===== src/rtl/baud_pkg.sv =====
package baud_pkg;

    // Default geometry of the generator
    localparam int BYTE_W_DEF    = 8;
    localparam int NUM_BYTES_DEF = 2;
    localparam int PRE_W         = 2;   // counter width of the divide-by-4 stage
    localparam int BIT_OVERSAMP  = 16;  // 16x ticks per bit tick
    localparam int BIT_CNT_W     = $clog2(BIT_OVERSAMP);

    typedef enum logic [1:0] {
        PRE_DIV1 = 2'd0,
        PRE_DIV4 = 2'd1
    } pre_mode_e;

    typedef struct packed {
        logic [PRE_W-1:0] cnt;
    } pre_state_t;

    typedef struct packed {
        logic [BIT_CNT_W-1:0] cnt;
        logic                 tick;
    } bit_state_t;

endpackage


===== src/rtl/baud_cfg_regs.sv =====
module baud_cfg_regs
    import baud_pkg::*;
#(
    parameter int BYTE_W    = BYTE_W_DEF,
    parameter int NUM_BYTES = NUM_BYTES_DEF,
    parameter int ADDR_W    = 2,
    parameter int MODE_BIT  = 7
) (
    input  logic                        clk,
    input  logic                        rst_n,
    input  logic                        wr_en_i,
    input  logic [ADDR_W-1:0]           wr_addr_i,
    input  logic [BYTE_W-1:0]           wr_data_i,
    output logic [BYTE_W*NUM_BYTES-1:0] divisor_o,
    output pre_mode_e                   pre_mode_o,
    output logic                        reload_o
);

    localparam int DIV_W = BYTE_W * NUM_BYTES;
    localparam logic [ADDR_W-1:0] MODE_ADDR = ADDR_W'(NUM_BYTES);

    typedef struct packed {
        logic [NUM_BYTES-1:0][BYTE_W-1:0] bytes;
        pre_mode_e                        mode;
        logic                             reload;
    } cfg_state_t;

    cfg_state_t state_d, state_q;
    logic [NUM_BYTES-1:0] byte_hit;

    // One address decode per divisor byte
    for (genvar g = 0; g < NUM_BYTES; g++) begin : g_byte_dec
        assign byte_hit[g] = wr_en_i && (wr_addr_i == ADDR_W'(g));
    end

    always_comb begin
        state_d        = state_q;
        state_d.reload = 1'b0;
        for (int i = 0; i < NUM_BYTES; i++) begin
            if (byte_hit[i]) begin
                state_d.bytes[i] = wr_data_i;
                state_d.reload   = 1'b1;
            end
        end
        if (wr_en_i && (wr_addr_i == MODE_ADDR)) begin
            state_d.mode   = wr_data_i[MODE_BIT] ? PRE_DIV4 : PRE_DIV1;
            state_d.reload = 1'b1;
        end
    end

    always_ff @(posedge clk or negedge rst_n) begin
        if (!rst_n) begin
            state_q <= '{bytes: '0, mode: PRE_DIV1, reload: 1'b0};
        end else begin
            state_q <= state_d;
        end
    end

    assign divisor_o  = DIV_W'(state_q.bytes);
    assign pre_mode_o = state_q.mode;
    assign reload_o   = state_q.reload;

    AST_IDLE_HOLD: assert property (@(posedge clk) disable iff (!rst_n)
        !wr_en_i |=> (!reload_o && $stable(divisor_o) && $stable(pre_mode_o)));

    AST_UNMAPPED_IGNORED: assert property (@(posedge clk) disable iff (!rst_n)
        (wr_en_i && (wr_addr_i > MODE_ADDR)) |=> (!reload_o && $stable(divisor_o)));

    AST_WRITE_RESTARTS: assert property (@(posedge clk) disable iff (!rst_n)
        (wr_en_i && (wr_addr_i <= MODE_ADDR)) |=> reload_o);

endmodule


===== src/rtl/baud_prescaler.sv =====
module baud_prescaler
    import baud_pkg::*;
(
    input  logic      clk,
    input  logic      rst_n,
    input  pre_mode_e pre_mode_i,
    input  logic      reload_i,
    output logic      pre_en_o
);

    localparam logic [PRE_W-1:0] PRE_LAST = '1;

    pre_state_t state_d, state_q;

    always_comb begin
        state_d = state_q;
        if (reload_i || (pre_mode_i == PRE_DIV1)) begin
            state_d.cnt = '0;
        end else begin
            state_d.cnt = state_q.cnt + 1'b1;
        end
    end

    always_ff @(posedge clk or negedge rst_n) begin
        if (!rst_n) begin
            state_q <= '{cnt: '0};
        end else begin
            state_q <= state_d;
        end
    end

    assign pre_en_o = (pre_mode_i == PRE_DIV1) || (state_q.cnt == PRE_LAST);

    AST_PRE_GAP: assert property (@(posedge clk) disable iff (!rst_n)
        ((pre_mode_i == PRE_DIV4) && pre_en_o && !reload_i)
            |=> (!pre_en_o || (pre_mode_i == PRE_DIV1)));

    AST_PRE_BYPASS: assert property (@(posedge clk) disable iff (!rst_n)
        (pre_mode_i == PRE_DIV1) |-> pre_en_o);

endmodule


===== src/rtl/baud_div_counter.sv =====
module baud_div_counter #(
    parameter int DIV_W = 16
) (
    input  logic             clk,
    input  logic             rst_n,
    input  logic [DIV_W-1:0] divisor_i,
    input  logic             pre_en_i,
    input  logic             reload_i,
    output logic             tick16_o
);

    typedef struct packed {
        logic [DIV_W-1:0] cnt;
        logic             tick;
    } div_state_t;

    div_state_t       state_d, state_q;
    logic             div_zero;
    logic [DIV_W-1:0] wrap_val;

    assign div_zero = (divisor_i == '0);
    assign wrap_val = divisor_i - 1'b1;

    always_comb begin
        state_d      = state_q;
        state_d.tick = 1'b0;
        if (reload_i || div_zero) begin
            state_d.cnt = '0;
        end else if (pre_en_i) begin
            if (state_q.cnt >= wrap_val) begin
                state_d.cnt  = '0;
                state_d.tick = 1'b1;
            end else begin
                state_d.cnt = state_q.cnt + 1'b1;
            end
        end
    end

    always_ff @(posedge clk or negedge rst_n) begin
        if (!rst_n) begin
            state_q <= '{cnt: '0, tick: 1'b0};
        end else begin
            state_q <= state_d;
        end
    end

    assign tick16_o = state_q.tick;

    AST_ZERO_SILENT: assert property (@(posedge clk) disable iff (!rst_n)
        div_zero |=> !tick16_o);

    AST_RELOAD_QUIET: assert property (@(posedge clk) disable iff (!rst_n)
        reload_i |=> !tick16_o);

    AST_NO_IDLE_TICK: assert property (@(posedge clk) disable iff (!rst_n)
        !pre_en_i |=> !tick16_o);

endmodule


===== src/rtl/baud_bit_divider.sv =====
module baud_bit_divider
    import baud_pkg::*;
(
    input  logic clk,
    input  logic rst_n,
    input  logic tick16_i,
    input  logic reload_i,
    output logic tick1_o
);

    localparam logic [BIT_CNT_W-1:0] BIT_LAST = BIT_CNT_W'(BIT_OVERSAMP - 1);

    bit_state_t state_d, state_q;

    always_comb begin
        state_d      = state_q;
        state_d.tick = 1'b0;
        if (reload_i) begin
            state_d.cnt = '0;
        end else if (tick16_i) begin
            if (state_q.cnt == BIT_LAST) begin
                state_d.cnt  = '0;
                state_d.tick = 1'b1;
            end else begin
                state_d.cnt = state_q.cnt + 1'b1;
            end
        end
    end

    always_ff @(posedge clk or negedge rst_n) begin
        if (!rst_n) begin
            state_q <= '{cnt: '0, tick: 1'b0};
        end else begin
            state_q <= state_d;
        end
    end

    assign tick1_o = state_q.tick;

    AST_BIT_FOLLOWS: assert property (@(posedge clk) disable iff (!rst_n)
        tick1_o |-> $past(tick16_i));

    AST_BIT_SINGLE: assert property (@(posedge clk) disable iff (!rst_n)
        tick1_o |=> !tick1_o);

endmodule


===== src/rtl/baud_tick_gen.sv =====
module baud_tick_gen
    import baud_pkg::*;
#(
    parameter int BYTE_W    = BYTE_W_DEF,
    parameter int NUM_BYTES = NUM_BYTES_DEF,
    parameter int ADDR_W    = 2,
    parameter int MODE_BIT  = 7
) (
    input  logic              clk,
    input  logic              rst_n,
    input  logic              wr_en,
    input  logic [ADDR_W-1:0] wr_addr,
    input  logic [BYTE_W-1:0] wr_data,
    output logic              tick16_o,
    output logic              tick1_o
);

    localparam int DIV_W = BYTE_W * NUM_BYTES;

    logic [DIV_W-1:0] divisor;
    pre_mode_e        pre_mode;
    logic             reload;
    logic             pre_en;

    baud_cfg_regs #(
        .BYTE_W   (BYTE_W),
        .NUM_BYTES(NUM_BYTES),
        .ADDR_W   (ADDR_W),
        .MODE_BIT (MODE_BIT)
    ) u_regs (
        .clk       (clk),
        .rst_n     (rst_n),
        .wr_en_i   (wr_en),
        .wr_addr_i (wr_addr),
        .wr_data_i (wr_data),
        .divisor_o (divisor),
        .pre_mode_o(pre_mode),
        .reload_o  (reload)
    );

    baud_prescaler u_pre (
        .clk       (clk),
        .rst_n     (rst_n),
        .pre_mode_i(pre_mode),
        .reload_i  (reload),
        .pre_en_o  (pre_en)
    );

    baud_div_counter #(
        .DIV_W(DIV_W)
    ) u_div (
        .clk      (clk),
        .rst_n    (rst_n),
        .divisor_i(divisor),
        .pre_en_i (pre_en),
        .reload_i (reload),
        .tick16_o (tick16_o)
    );

    baud_bit_divider u_bit (
        .clk     (clk),
        .rst_n   (rst_n),
        .tick16_i(tick16_o),
        .reload_i(reload),
        .tick1_o (tick1_o)
    );

    AST_BIT_NEEDS_RATE: assert property (@(posedge clk) disable iff (!rst_n)
        tick1_o |-> $past(divisor != '0));

endmodule


===== config.mk =====
export PLATFORM = sky130hd
export DESIGN_NAME = baud_tick_gen
export DESIGN_NICKNAME = d
export VERILOG_FILES = /design/src/rtl/baud_pkg.sv /design/src/rtl/baud_cfg_regs.sv /design/src/rtl/baud_prescaler.sv /design/src/rtl/baud_div_counter.sv /design/src/rtl/baud_bit_divider.sv /design/src/rtl/baud_tick_gen.sv
export SDC_FILE = /design/constraint.sdc
export NUM_CORES = 1
export LEC_CHECK = 0
export BUFFER_PORTS_ARGS = -buffer_cell sky130_fd_sc_hd__buf_2
export CORE_ASPECT_RATIO = 1.75
export CORE_MARGIN = 8
export CORE_UTILIZATION = 55
export CTS_CLUSTER_DIAMETER = 200
export CTS_CLUSTER_SIZE = 25
export DETAILED_ROUTE_END_ITERATION = 7
export GPL_TIMING_DRIVEN = 0
export PLACE_DENSITY_LB_ADDON = 0.12
export SLEW_MARGIN = 10
export SYNTH_ARGS = -nofsm -noshare
export SYNTH_HDL_FRONTEND = slang
export SYNTH_SLANG_ARGS = --single-unit

===== constraint.sdc =====
create_clock -name clk -period 4 [get_ports clk]
set_clock_uncertainty 0.15 [all_clocks]
set_input_delay 0.8 -clock clk [delete_from_list [all_inputs] [get_ports clk]]
set_output_delay 0.8 -clock clk [all_outputs]
set_load 0.01 [all_outputs]

==> qor_table.md <==
| Quantity | Value |
|:---|:---|
| Aggregate negative setup slack | 0 ns |
| Sequence of cells on the critical path | or4_4 -> or3_4 -> nor3_2 -> xnor2_1 -> ha_1 -> nand4_1 -> nor3_1 -> a211o_1 -> or3b_1 -> buf_6 -> buf_4 -> nor3b_1 -> a21o_1 |
| Area growth syn-to-layout | 10.6% |
| Kind of end point of the critical path | flop |
| Total inserted antenna cells | 0 |
| Total Power Consumption | 1.04 mW |
| Number of nets in the finished design | 300 |
| Maximum number of pins on one net before global-route repair | 43 |
| Total number of cells along the worst setup path | 13 |
| CP bufs+invs | 2 |
| Final Max Tran Viols | 0 |
| Seq/Total Area, Yosys | 0.423 |
| Detailed Route WL | 4770 um |
| RSZ-0062 raised after global routing | no |
| Peak supply drop | 0.311 mV |
| Filler Cell Count | 373 |
| Seq cells post-synth | 42 |
| CP Max Fanout | 10 |
| Data arrival time of the critical path | 3.88 ns |
| Grt total ovfl | 0 |
| Detailed Route Iter0 Violations | 41 |
| Data required time of the worst path | 4.08 ns |
| Count of yosys warnings during synthesis | 0 |
| Combinational cell fraction of total power | 0.235 |
| RePlAce Congestion | 0.735 |
| Average cell area after synthesis | 10.2 um^2 |
| Initial antenna violation count | 0 |
| Slowest cell on the critical path | or4_4 |
| CTS root buffer | clkbuf_8 |
| Die width | 66.8 um |
| Post-layout min period | 3.80 ns |
| Total leakage power | 1.31 nW |
| Number of instances in the synthesized netlist | 245 |
| Max-capacitance violation count | 0 |
| Post-DR wirelength/cell | 14.9 um |
| Worst setup path category | flop to flop |
| Number of iterations in the first detailed-routing pass | 4 |
| Final Hold Violating Endpoints | 0 |
| Remaining antenna violation count | 0 |
| Fin crit share | 0.951 |
| PnR worst setup slack | 0.198 ns |
| Cell area after synthesis | 0.00249 mm^2 |
| # rows | 32 |
| Net Count, Synth | 278 |
| DP Wirelength | 3660 um |
| Number of buffers created by CTS | 5 |
| Number of cells on the worst reg-to-reg path | 13 |
| Sink count of the clock tree | 42 |
| Clock share of power | 0.264 |
| GRT Util Overall | 0.152 |
| Share of cells above drive strength 1 | 0.194 |
| Sequential share of power | 0.501 |
| Global-route wire length before repair | 8590 um |
| Internal Power | 0.730 mW |
| Headroom to the max-slew limit | 0.387 |
| Residual DRC | 0 |
| Switching portion of total power | 0.299 |
| Seq. cell area | 0.00105 mm^2 |
| Input/output buffers | 14 |
| Net switching component of the power | 0.311 mW |
| Number of enable flip-flop cells after synthesis | 0 |
| Detailed-route vias per instance | 5.78 |
| Total via count after detailed routing | 1845 |
| Deepest clock path buffer count | 2 |
| Clock transition at the registers of the reported paths | 0.08 ns |
| Unique cell type count in the Yosys netlist | 41 |
| CTS tree | yes |
| Share of the core filled with cells in the final layout | 0.630 |
| Count of cells along the worst hold path | 1 |
| Longest individual stage delay on the worst path | 0.54 ns |
| Final-report setup violation count | 0 |
| Setup WS pre-CTS | 0.101 ns |
| Worst min-delay path class | flop to flop |
| Hold-fix buffer count after cts | 0 |
| Delay-heaviest family, CP | simple AND/OR/NAND/NOR gates |
| Crit path launch type | flop |
| Transition time of the tightest slew-check pin | 0.920 ns |
| Initial standard-cell utilization of the core | 0.570 |
| Top flip-flop cell by instance count after synthesis | dfrtp_1 |
| Outcome | complete, no violations |
| Placeable core area | 0.00436 mm^2 |
| Die Outline Area | 0.00702 mm^2 |
| # IOs | 15 |
| Share of async-settable or async-resettable flops after synthesis | 1.00 |
| Multi-input combinational cell area | 0.00140 mm^2 |
| Total power divided by cell area | 379 mW/mm^2 |
| Floorplan die height | 105 um |
| Via count of the first global-routing pass | 1952 |
| Clk_lat worst skew | 0.29 ns |
| H-tree depth | 2 |
| Fmax | 263 MHz |
worst paths after layout:
kind	startpoint	end	slack, ns
max	u_regs.divisor_o[5]	u_div.state_q[10]	0.20
min	u_pre.state_q[0]	u_pre.state_q[0]	0.30
max reg2reg	u_regs.divisor_o[5]	u_div.state_q[10]	0.20
min reg2reg	u_pre.state_q[0]	u_pre.state_q[0]	0.30
max in group asynchronous	rst_n	u_div.state_q[13]	2.63
min in group asynchronous	rst_n	u_div.state_q[3]	0.48
worst reg2reg max path, cell delays in order, from the launching register on:
cell and delay (ns):
dfrtp_1 0.44, or4_4 0.54, or3_4 0.42, nor3_2 0.19, xnor2_1 0.14, ha_1 0.26
nand4_1 0.18, nor3_1 0.10, a211o_1 0.28, or3b_1 0.40, buf_6 0.16, buf_4 0.18
nor3b_1 0.20, a21o_1 0.10
cell type report:
type | count | share of cell area
buffer | 5 | 0.0159
clock buffer | 7 | 0.0314
clock inverter | 1 | 0.00182
inverter | 6 | 0.00819
multi-input combinational | 192 | 0.509
sequential | 42 | 0.382
tap | 51 | 0.0232
timing repair buffer | 15 | 0.0282
cells in the mapped netlist, types with 2 or more instances:
master	number	area share
a211o_1	4	0.014
a21o_1	10	0.030
a21oi_1	7	0.014
and3_1	4	0.010
buf_2	2	0.0040
dfrtp_1	42	0.42
ha_1	20	0.10
inv_1	6	0.0091
mux2_2	16	0.072
nand2_1	19	0.029
nand2b_1	2	0.0050
nand3_1	6	0.012
nand3b_1	2	0.0060
nand4_1	3	0.0075
nor2_1	15	0.023
nor2b_1	2	0.0050
nor3_1	10	0.020
nor3b_1	10	0.030
nor4_1	7	0.018
o21ai_0	17	0.034
o21ai_1	2	0.0040
or3_1	6	0.015
xnor2_1	11	0.039
xor2_1	5	0.018
per-stage QoR:
step | std cells | area, um^2 | hold slack (ns)
5_1_grt | 319 | 2750 | 0.333
3_5_place_dp | 310 | 2630 | 0.284
4_1_cts | 318 | 2720 | 0.304
6_report | 319 | 2750 | 0.302
2_1_floorplan | 245 | 2490 | 0.260
3_3_place_gp | 310 | 2620 | 0.273
logic make-up (layout without fill, tap and decap cells):
family,count (synthesis),after routing,share of synthesized area
buf+inv,11,34,0.0267
xor+xnor,16,16,0.0563
fa+ha+maj,20,20,0.101
mux,17,17,0.0765
simple gates,92,92,0.199
compound gates,47,47,0.119
flops,42,42,0.423
per-layer routing:
metal  GRT usage  up-vias  share of wire
li1            -      931              -
met1       0.159      882           0.42
met2       0.276       20           0.54
met3      0.0246       12          0.018
met4      0.0722        0          0.030
met5           0        -              0
sequential cells by signal, indices dropped and copies added (netlist names):
name and cells:
u_div.state_q 16, u_regs.divisor_o 16, u_regs.pre_mode_o 1, u_div.tick16_o 1, u_bit.state_q 4, u_pre.state_q 2, u_regs.reload_o 1, u_bit.tick1_o 1
power groups by stage:
stage / registers (mW) / logic [mW] / clock network [mW]
3_3_place_gp: 0.526 / 0.237 / 0
3_5_place_dp: 0.528 / 0.243 / 0
6_report: 0.522 / 0.245 / 0.275
2_1_floorplan: 0.513 / 0.187 / 0
4_1_cts: 0.520 / 0.244 / 0.288
5_1_grt: 0.530 / 0.280 / 0.301
what timing repair did:
item,in CTS,in global routing
gates resized for setup,0,5
setup buffers,0,1
setup endpoints to repair,0,12
placed cells by master (no fill, tap or decap), drive strengths merged, types with 10 or more instances in the layout:
cell type	count
a21o	10
buf	20
dfrtp	42
ha	20
mux2	16
nand2	19
nor2	16
nor3	10
nor3b	10
o21ai	19
xnor2	11
Note: power is estimated with default switching activity, not from simulation.
